===== config.mk =====
export PLATFORM = sky130hd
export DESIGN_NAME = uart_line_status
export DESIGN_NICKNAME = d
export VERILOG_FILES = /design/src/rtl/lsr_pkg.sv /design/src/rtl/lsr_tx_flags.sv /design/src/rtl/lsr_break_det.sv /design/src/rtl/lsr_rx_err_sum.sv /design/src/rtl/uart_line_status.sv
export SDC_FILE = /design/constraint.sdc
export NUM_CORES = 1
export LEC_CHECK = 0
export BUFFER_PORTS_ARGS = -buffer_cell sky130_fd_sc_hd__buf_4
export CAP_MARGIN = 20
export CORE_ASPECT_RATIO = 1.2
export CORE_MARGIN = 8
export CORE_UTILIZATION = 51
export CTS_CLUSTER_SIZE = 20
export DETAILED_ROUTE_END_ITERATION = 10
export PLACE_DENSITY = 0.78
export SYNTH_ARGS = -nofsm -noshare
export SYNTH_HDL_FRONTEND = slang
export SYNTH_HIERARCHICAL = 1
export SYNTH_SLANG_ARGS = --single-unit

===== constraint.sdc =====
create_clock -name clk -period 1.95 [get_ports clk]
set_input_delay 0.195 -clock clk [delete_from_list [all_inputs] [get_ports clk]]
set_output_delay 0.195 -clock clk [all_outputs]
set_load 0.01 [all_outputs]

===== src/rtl/lsr_pkg.sv =====
package lsr_pkg;

  localparam int unsigned LSR_MAX_DATA = 8;
  localparam int unsigned LSR_MAX_FRAME = 1 + LSR_MAX_DATA + 1 + 2;

  // ticks in one character frame: start + data + parity + stop(s)
  function automatic int unsigned lsr_frame_ticks(input logic [1:0] wl,
                                                  input logic par,
                                                  input logic two_stop);
    int unsigned n;
    n = 1 + (5 + int'(wl)) + int'(par) + 1 + int'(two_stop);
    return n;
  endfunction

  // next tagged-entry count
  function automatic int unsigned lsr_err_next(input int unsigned cnt,
                                               input logic inc_a,
                                               input logic inc_b,
                                               input logic dec);
    int n;
    n = int'(cnt) + int'(inc_a) + int'(inc_b) - int'(dec);
    if (n < 0) n = 0;
    return int'(n);
  endfunction

endpackage


===== src/rtl/lsr_tx_flags.sv =====
module lsr_tx_flags #(
  parameter int unsigned TX_DEPTH = 16,
  localparam int unsigned CNT_W = $clog2(TX_DEPTH + 1)
) (
  input  logic             clk,
  input  logic             rst_n,
  input  logic             fifo_en,
  input  logic             thr_wr,
  input  logic             thr_to_tsr,
  input  logic             tsr_busy,
  input  logic [CNT_W-1:0] tx_fifo_count,
  output logic             thre,
  output logic             temt
);

  logic hold_empty_q;

  always_ff @(posedge clk or negedge rst_n) begin
    if (!rst_n)          hold_empty_q <= 1'b1;
    else if (thr_wr)     hold_empty_q <= 1'b0;
    else if (thr_to_tsr) hold_empty_q <= 1'b1;
  end

  logic thre_byte;
  logic thre_fifo;

  assign thre_byte = hold_empty_q && !thr_wr;
  assign thre_fifo = (tx_fifo_count == '0);
  assign thre      = fifo_en ? thre_fifo : thre_byte;
  assign temt      = thre && !tsr_busy;

endmodule


===== src/rtl/lsr_break_det.sv =====
module lsr_break_det
  import lsr_pkg::*;
#(
  localparam int unsigned LOW_W = $clog2(LSR_MAX_FRAME + 1)
) (
  input  logic       clk,
  input  logic       rst_n,
  input  logic       rx_line,
  input  logic       bit_tick,
  input  logic [1:0] wlen,
  input  logic       par_en,
  input  logic       stop2,
  output logic       brk_hit,
  output logic       brk_flag,
  output logic       brk_push
);

  logic [LOW_W-1:0] low_cnt;
  logic             armed;
  logic [LOW_W-1:0] frame_len;

  assign frame_len = LOW_W'(lsr_frame_ticks(wlen, par_en, stop2));
  assign brk_hit   = armed && !rx_line && bit_tick
                     && (low_cnt == frame_len - LOW_W'(1));

  always_ff @(posedge clk or negedge rst_n) begin
    if (!rst_n) begin
      low_cnt  <= '0;
      armed    <= 1'b1;
      brk_flag <= 1'b0;
      brk_push <= 1'b0;
    end else begin
      brk_push <= brk_hit;
      if (rx_line) begin
        low_cnt  <= '0;
        armed    <= 1'b1;
        brk_flag <= 1'b0;
      end else if (brk_hit) begin
        low_cnt  <= '0;
        armed    <= 1'b0;
        brk_flag <= 1'b1;
      end else if (armed && bit_tick) begin
        low_cnt  <= low_cnt + LOW_W'(1);
      end
    end
  end

endmodule


===== src/rtl/lsr_rx_err_sum.sv =====
module lsr_rx_err_sum
  import lsr_pkg::*;
#(
  parameter int unsigned RX_DEPTH = 16,
  localparam int unsigned ERR_W = $clog2(RX_DEPTH + 1)
) (
  input  logic             clk,
  input  logic             rst_n,
  input  logic             tag_in_a,
  input  logic             tag_in_b,
  input  logic             tag_out,
  output logic [ERR_W-1:0] err_cnt,
  output logic             rx_fifo_err
);

  always_ff @(posedge clk or negedge rst_n) begin
    if (!rst_n) err_cnt <= '0;
    else        err_cnt <= ERR_W'(lsr_err_next(int'(err_cnt), tag_in_a, tag_in_b, tag_out));
  end

  assign rx_fifo_err = (err_cnt != '0);

endmodule


===== src/rtl/uart_line_status.sv =====
module uart_line_status #(
  parameter int unsigned TX_DEPTH = 16,
  parameter int unsigned RX_DEPTH = 16,
  localparam int unsigned CNT_W = $clog2(TX_DEPTH + 1),
  localparam int unsigned ERR_W = $clog2(RX_DEPTH + 1)
) (
  input  logic             clk,
  input  logic             rst_n,
  input  logic             fifo_en,
  input  logic             thr_wr,
  input  logic             thr_to_tsr,
  input  logic             tsr_busy,
  input  logic [CNT_W-1:0] tx_fifo_count,
  input  logic             rx_line,
  input  logic             bit_tick,
  input  logic [1:0]       wlen,
  input  logic             par_en,
  input  logic             stop2,
  input  logic             rx_push,
  input  logic             rx_push_err,
  input  logic             rx_pop,
  input  logic             rx_pop_err,
  output logic             brk_push,
  output logic             thre,
  output logic             temt,
  output logic             brk_flag,
  output logic             rx_fifo_err
);

  logic             brk_hit;
  logic             tag_push;
  logic             tag_pop;
  logic [ERR_W-1:0] err_cnt;

  assign tag_push = rx_push && rx_push_err;
  assign tag_pop  = rx_pop && rx_pop_err;

  lsr_tx_flags #(.TX_DEPTH(TX_DEPTH)) u_tx (
    .clk(clk), .rst_n(rst_n), .fifo_en(fifo_en), .thr_wr(thr_wr),
    .thr_to_tsr(thr_to_tsr), .tsr_busy(tsr_busy),
    .tx_fifo_count(tx_fifo_count), .thre(thre), .temt(temt)
  );

  lsr_break_det u_brk (
    .clk(clk), .rst_n(rst_n), .rx_line(rx_line), .bit_tick(bit_tick),
    .wlen(wlen), .par_en(par_en), .stop2(stop2), .brk_hit(brk_hit),
    .brk_flag(brk_flag), .brk_push(brk_push)
  );

  lsr_rx_err_sum #(.RX_DEPTH(RX_DEPTH)) u_err (
    .clk(clk), .rst_n(rst_n), .tag_in_a(tag_push), .tag_in_b(brk_push),
    .tag_out(tag_pop), .err_cnt(err_cnt), .rx_fifo_err(rx_fifo_err)
  );

endmodule


# Word-level counts from Yosys, hierarchy flattened

Cells that the tools add are included.

Register bits: 13
Output and inout port bits: 5
Word-level logic and storage cells: 45

Add/sub/neg operators: 10
$lt $le $gt $ge: 1
Equality and inequality tests: 1
Multiplexer cells: 11
Reductions and logical operators: 16

Operators by type and width:

| kind                  | count |
|---|---|
| $add A32 B2 Y32       | 1 |
| $lt A32 B1 Y1 const B | 1 |
| $sub A32 B2 Y32       | 1 |
| $mux W4               | 3 |
| $add A4 B2 Y4         | 2 |
| $logic_and A1 B1 Y1   | 8 |
| $mux W1               | 7 |
| $add A5 B1 Y6         | 1 |
| $logic_not A5 Y1      | 1 |
| $mux W5               | 1 |
| $reduce_bool A5 Y1    | 1 |
| $add A2 B4 Y4 const A | 1 |
| $add A3 B2 Y4 const A | 1 |
| $add A4 B1 Y4 const B | 1 |
| $add A4 B2 Y4 const B | 1 |
| $eq A4 B4 Y1          | 1 |
| $reduce_bool A2 Y1    | 2 |
| $sub A4 B1 Y4 const B | 1 |
| $logic_not A1 Y1      | 3 |
| $reduce_bool A3 Y1    | 1 |

# Longest topological paths before layout

Depth in word-level cells: 10
Depth in mapped cells: 10

# Hierarchy

The synthesis kept the hierarchy.

Modules (own cells, without submodules):

| module           | instances | cells an instance | area each (um^2) | seq. area each (um^2) |
|---|---|---|---|---|
| lsr_rx_err_sum   | 1         | 46                | 422.9            | 125.1 |
| lsr_break_det    | 1         | 40                | 407.9            | 176.4 |
| lsr_tx_flags     | 1         | 10                | 92.6             | 26.3 |
| uart_line_status | 1         | 2                 | 12.5             | 0.0 |

# Least setup slack after synthesis

No wires, ideal clock.

Path type: in2reg
Start: input rx_push
End: register u_err.err_cnt[4]
Setup time: 0.131 ns
Data arrival time: 1.709 ns
Setup slack: 0.109 ns
Stages: 10
Cell sequence: and2_1 -> inv_1 -> ha_1 -> fa_1 -> inv_1 -> fa_1 -> a21oi_1 -> o21ai_0 -> xnor2_1 -> o21ai_0

Cells in the longest elaborated chain, start to end: 6

Ends and longest elaborated chain:

| item                    | RTL line               | source |
|---|---|---|
| start: declaration      | uart_line_status.sv:19 | `input logic rx_push,` |
| $logic_and A1 B1 Y1 (*) | uart_line_status.sv:35 | `assign tag_push = rx_push && rx_push_err;` |
| $add A5 B1 Y6 (*)       | lsr_pkg.sv:21          | `n = int'(cnt) + int'(inc_a) + int'(inc_b) - int'(dec);` |
| $add A32 B2 Y32 (*)     | lsr_pkg.sv:21          |  |
| $sub A32 B2 Y32 (*)     | lsr_pkg.sv:21          |  |
| $lt A32 B1 Y1           | lsr_pkg.sv:22          | `if (n < 0) n = 0;` |
| $mux W5 (*)             | lsr_pkg.sv:22          |  |
| end signal: assignment  | lsr_rx_err_sum.sv:18   | `else err_cnt <= ERR_W'(lsr_err_next(int'(err_cnt), tag_in_a, tag_in_b, tag_out));` |
| end: declaration        | lsr_rx_err_sum.sv:12   | `output logic [ERR_W-1:0] err_cnt,` |

Mark *: on every way between the ends. The rest lies on a longest branch, timed or not.
A chain may end at the register's enable or synchronous reset.

# Final worst setup path

Start: register u_err.err_cnt[0]
End: register u_err.err_cnt[4]

Cells in the longest elaborated chain, start to end: 5

Ends and longest elaborated chain:

| item                | RTL line |
|---|---|
| $add A5 B1 Y6 (*)   | lsr_pkg.sv:21 |
| $add A32 B2 Y32 (*) | lsr_pkg.sv:21 |
| $sub A32 B2 Y32 (*) | lsr_pkg.sv:21 |
| $lt A32 B1 Y1       | lsr_pkg.sv:22 |
| $mux W5 (*)         | lsr_pkg.sv:22 |

Marked as above.

==> parameters.txt <==
Parameter                              Value

Outcome
  Result of the run ... finished clean

Worst setup path
  Element type at the critical path end ... flop
  Startpoint-to-endpoint class of the critical path ... flop to flop
  CP Data Required Time ... 2110 ps
  Cell chain of the critical path ... inv_1 -> fa_1 -> inv_1 -> fa_1 -> a21oi_2 -> o21ai_0 -> xnor2_1 -> o21ai_0
  Crit path arrival time ... 1900 ps
  CP Buf/Inv Count ... 2
  Maximum fanout count along the critical path ... 2
  Slowest CP cell ... sky130_fd_sc_hd__fa_1
  Longest individual stage delay on the worst path ... 400 ps
  Crit-path leading delay family ... adder cells
  Slack of the worst reg-to-reg path ... 210 ps
  Critical path startpoint category ... flop

Flow run
  Number of violations of the max-capacitance limit ... 0

Final layout
  Diode insertion count for antenna repair ... 0
  Fillcell total ... 148
  Finished layout cell area ... 1210 um2
  Layout area overhead ... 29.28%
  Core Util, Final ... 0.6772
  Net total in the final layout ... 164
  Seq. cell area ... 327.8 um2
  Fraction of final layout cells with drive strength greater than 1 ... 0.2977
  Multi-input logic area ... 548.0 um2

Synthesis
  Most frequent cells after synthesis ... sky130_fd_sc_hd__inv_1, sky130_fd_sc_hd__dfrtp_1, sky130_fd_sc_hd__nor2_1, sky130_fd_sc_hd__ha_1, sky130_fd_sc_hd__o21ai_0
  Fraction of the mapped netlist area in compound gates ... 0.1444
  Simple-gate share of the synthesized area ... 0.2179
  Flip-flop and latch count after synthesis ... 13
  Synthesized netlist net count ... 130
  Number of standard cells after synthesis ... 98
  Area fraction of the dominant cell type after synthesis ... 0.2941
  Count of yosys warnings during synthesis ... 6
  Most frequently used cell type in the post-synthesis netlist ... sky130_fd_sc_hd__inv_1
  Synthesized area ... 935.9 um2
  Number of enable flip-flop cells after synthesis ... 0
  Share of synthesized area spent on multiplexers ... 0.01070
  Top cells by area in the synthesized netlist ... sky130_fd_sc_hd__dfrtp_1, sky130_fd_sc_hd__ha_1, sky130_fd_sc_hd__inv_1
  Post-synthesis sequential area ratio ... 0.3503
  XOR/XNOR share of the synthesized area ... 0.03743
  Post-synthesis share of cell area spent on full adders, half adders and majority gates ... 0.1711
  Async set or reset register ratio after synthesis ... 1.000
  Main synth FF type ... sky130_fd_sc_hd__dfrtp_1
  Average cell area after synthesis ... 9.550 um2
  Largest family of logic cells by synthesized area ... simple AND/OR/NAND/NOR gates
  Cell type with the highest aggregate area in the netlist ... sky130_fd_sc_hd__dfrtp_1
  Post-synthesis cell type count ... 34

Placed design
  Worst setup slack after placement ... -120.9 ps
  Detailed-placement wirelength estimate ... 1.680 mm
  Placer Congestion ... 0.8383
  # port buffers ... 25
  Instance area after placement ... 1170 um2

Floorplan
  Floorplan die height ... 62.93 um
  Number of placed I/O pins ... 26
  Placeable core region ... 1787 um2
  Starting Density ... 0.5238
  Horizontal die dimension ... 55.11 um
  Total Die Area ... 3467 um2
  FP Rows ... 17

Timing
  Number of hold violations in the final report ... 0
  Final worst path period share ... 0.8948
  Total setup violations reported at the end of the flow ... 0
  Relative slew slack ... 0.7499
  Final setup margin ... 205.0 ps
  Setup repair after global routing missed its margin ... false
  Period minus WS final ... 1745 ps
  Clock tree skew after final layout ... 3.172 ps
  Max-slew violation count ... 0
  Max Freq ... 573.1 MHz
  Final hold slack ... 58.66 ps
  Worst slew pin tran ... 365.7 ps

Routing
  Antenna-violating nets left ... 0
  DRC violation count after routing ... 0
  Average vias per placed instance ... 5.407
  Pre-antenna DRT Iters ... 5
  Routed via count ... 811
  Wire length per cell after detailed routing ... 12.81 um
  First DRT Iteration DRCs ... 7
  Overall routed net length ... 1.921 mm

Clock tree
  Number of H-tree levels ... 1
  Clock slew at reported path FFs ... 80 ps
  Latest clock arrival within the worst-skew pair ... 270 ps
  TritonCTS clock tree ... yes
  TritonCTS buffer count ... 3
  Buffer cell driving the clock tree root ... sky130_fd_sc_hd__clkbuf_4
  Clock net sink count ... 13
  Clock Tree Buf Depth ... 2

Pwr
  Peak supply drop ... 0.4620 mV
  Power per standard cell area ... 908.8 nW/um2
  Leakage power total ... 0.0005900 uW

GRT
  Vias in the first global route ... 824
  Number of antenna violations at the first check in global routing ... 0
  Wire length of the first global-routing pass ... 3.381 mm
  Pin count of the biggest net entering global routing ... 14
  Remaining global-route overflow ... 0
  Aggregate global-route resource usage ... 0.1260

Hold path
  Hold crit path type ... input pin to flop
[area by class of cell]
class,count,area share
Sequential cell,13,0.2709
Multi-Input combinational cell,68,0.4529
Inverter,17,0.05274
Tap cell,19,0.01965
Clock buffer,4,0.02172
Timing Repair Buffer,29,0.1820
[per-layer routing]
| metal | vias to the layer above | share of wire | global-route usage |
|---|---|---|---|
| li1 | 409 | - | - |
| met1 | 387 | 0.38 | 0.1236 |
| met2 | 9 | 0.57 | 0.2247 |
| met3 | 6 | 0.026 | 0.03571 |
| met4 | 0 | 0.018 | 0.05422 |
| met5 | - | 0 | 0 |
[cells by family after synthesis]
kind of cell,count (synthesis)
buffers and inverters,17
flip-flops,13
XOR/XNOR,4
AO/OA/AOI/OAI,18
multiplexers,1
AND/OR/NAND/NOR,34
adder cells (fa/ha/maj),11
[path summary, 6_finish.rpt]
kind	to	cells after the start	start
setup / recovery	u_err/err_cnt[4]	8	u_err/err_cnt[0]
hold / removal	u_tx/hold_empty_q	2	thr_wr
setup reg to reg	u_err/err_cnt[4]	8	u_err/err_cnt[0]
hold reg to reg	u_tx/hold_empty_q	2	u_tx/hold_empty_q
max in group asynchronous	u_tx/hold_empty_q	2	rst_n
min in group asynchronous	u_brk/brk_push	2	rst_n
[cell usage in the layout (no fill, tap or decap), types with 3 or more instances in the layout]
cell type,instances
sky130_fd_sc_hd__buf_4,28
sky130_fd_sc_hd__inv_1,17
sky130_fd_sc_hd__dfrtp_1,11
sky130_fd_sc_hd__nor2_1,9
sky130_fd_sc_hd__ha_1,8
sky130_fd_sc_hd__o21ai_0,5
sky130_fd_sc_hd__and2_1,4
sky130_fd_sc_hd__nand3_1,4
sky130_fd_sc_hd__clkbuf_4,3
sky130_fd_sc_hd__xnor2_1,3
sky130_fd_sc_hd__fa_1,3
sky130_fd_sc_hd__nor3_1,3
[metrics by stage]
stage / setup TNS, ps / instances / total power [uW]
after floorplan: 0 / 98 / 766.4
after global placement: -20.36 / 145 / 918.5
after detailed placement: -132.3 / 145 / 936.0
after CTS: 0 / 150 / 1106
after global routing: 0 / 150 / 1196
final: 0 / 150 / 1100
[power breakdown]
part / total, uW / internal (uW) / switching (uW)
Combinational: 592 / 291 / 301
Sequential: 344 / 317 / 26.3
Clock: 164 / 79.2 / 84.3
[registers in the layout, summed over array words and instances, names as in the netlist]
name	cells
u_brk/armed	1
u_brk/brk_flag	1
u_brk/brk_push	1
u_brk/low_cnt	4
u_err/err_cnt	5
u_tx/hold_empty_q	1
[timing repair]
| action | 4_1_cts | 5_1_grt |
|---|---|---|
| setup buffers | 0 | 0 |
| endpoints found under the hold margin | 13 | 0 |
| hold buffers | 1 | 0 |
| setup endpoints to repair | 0 | 1 |
| resized for setup | 0 | 1 |
[worst register-to-register path: stages, from the launching register on]
cell                      delay, ps
sky130_fd_sc_hd__dfrtp_1        370
sky130_fd_sc_hd__inv_1          110
sky130_fd_sc_hd__fa_1           200
sky130_fd_sc_hd__inv_1           60
sky130_fd_sc_hd__fa_1           400
sky130_fd_sc_hd__a21oi_2        160
sky130_fd_sc_hd__o21ai_0        100
sky130_fd_sc_hd__xnor2_1        140
sky130_fd_sc_hd__o21ai_0         80
(Power assumes the default switching activity.)
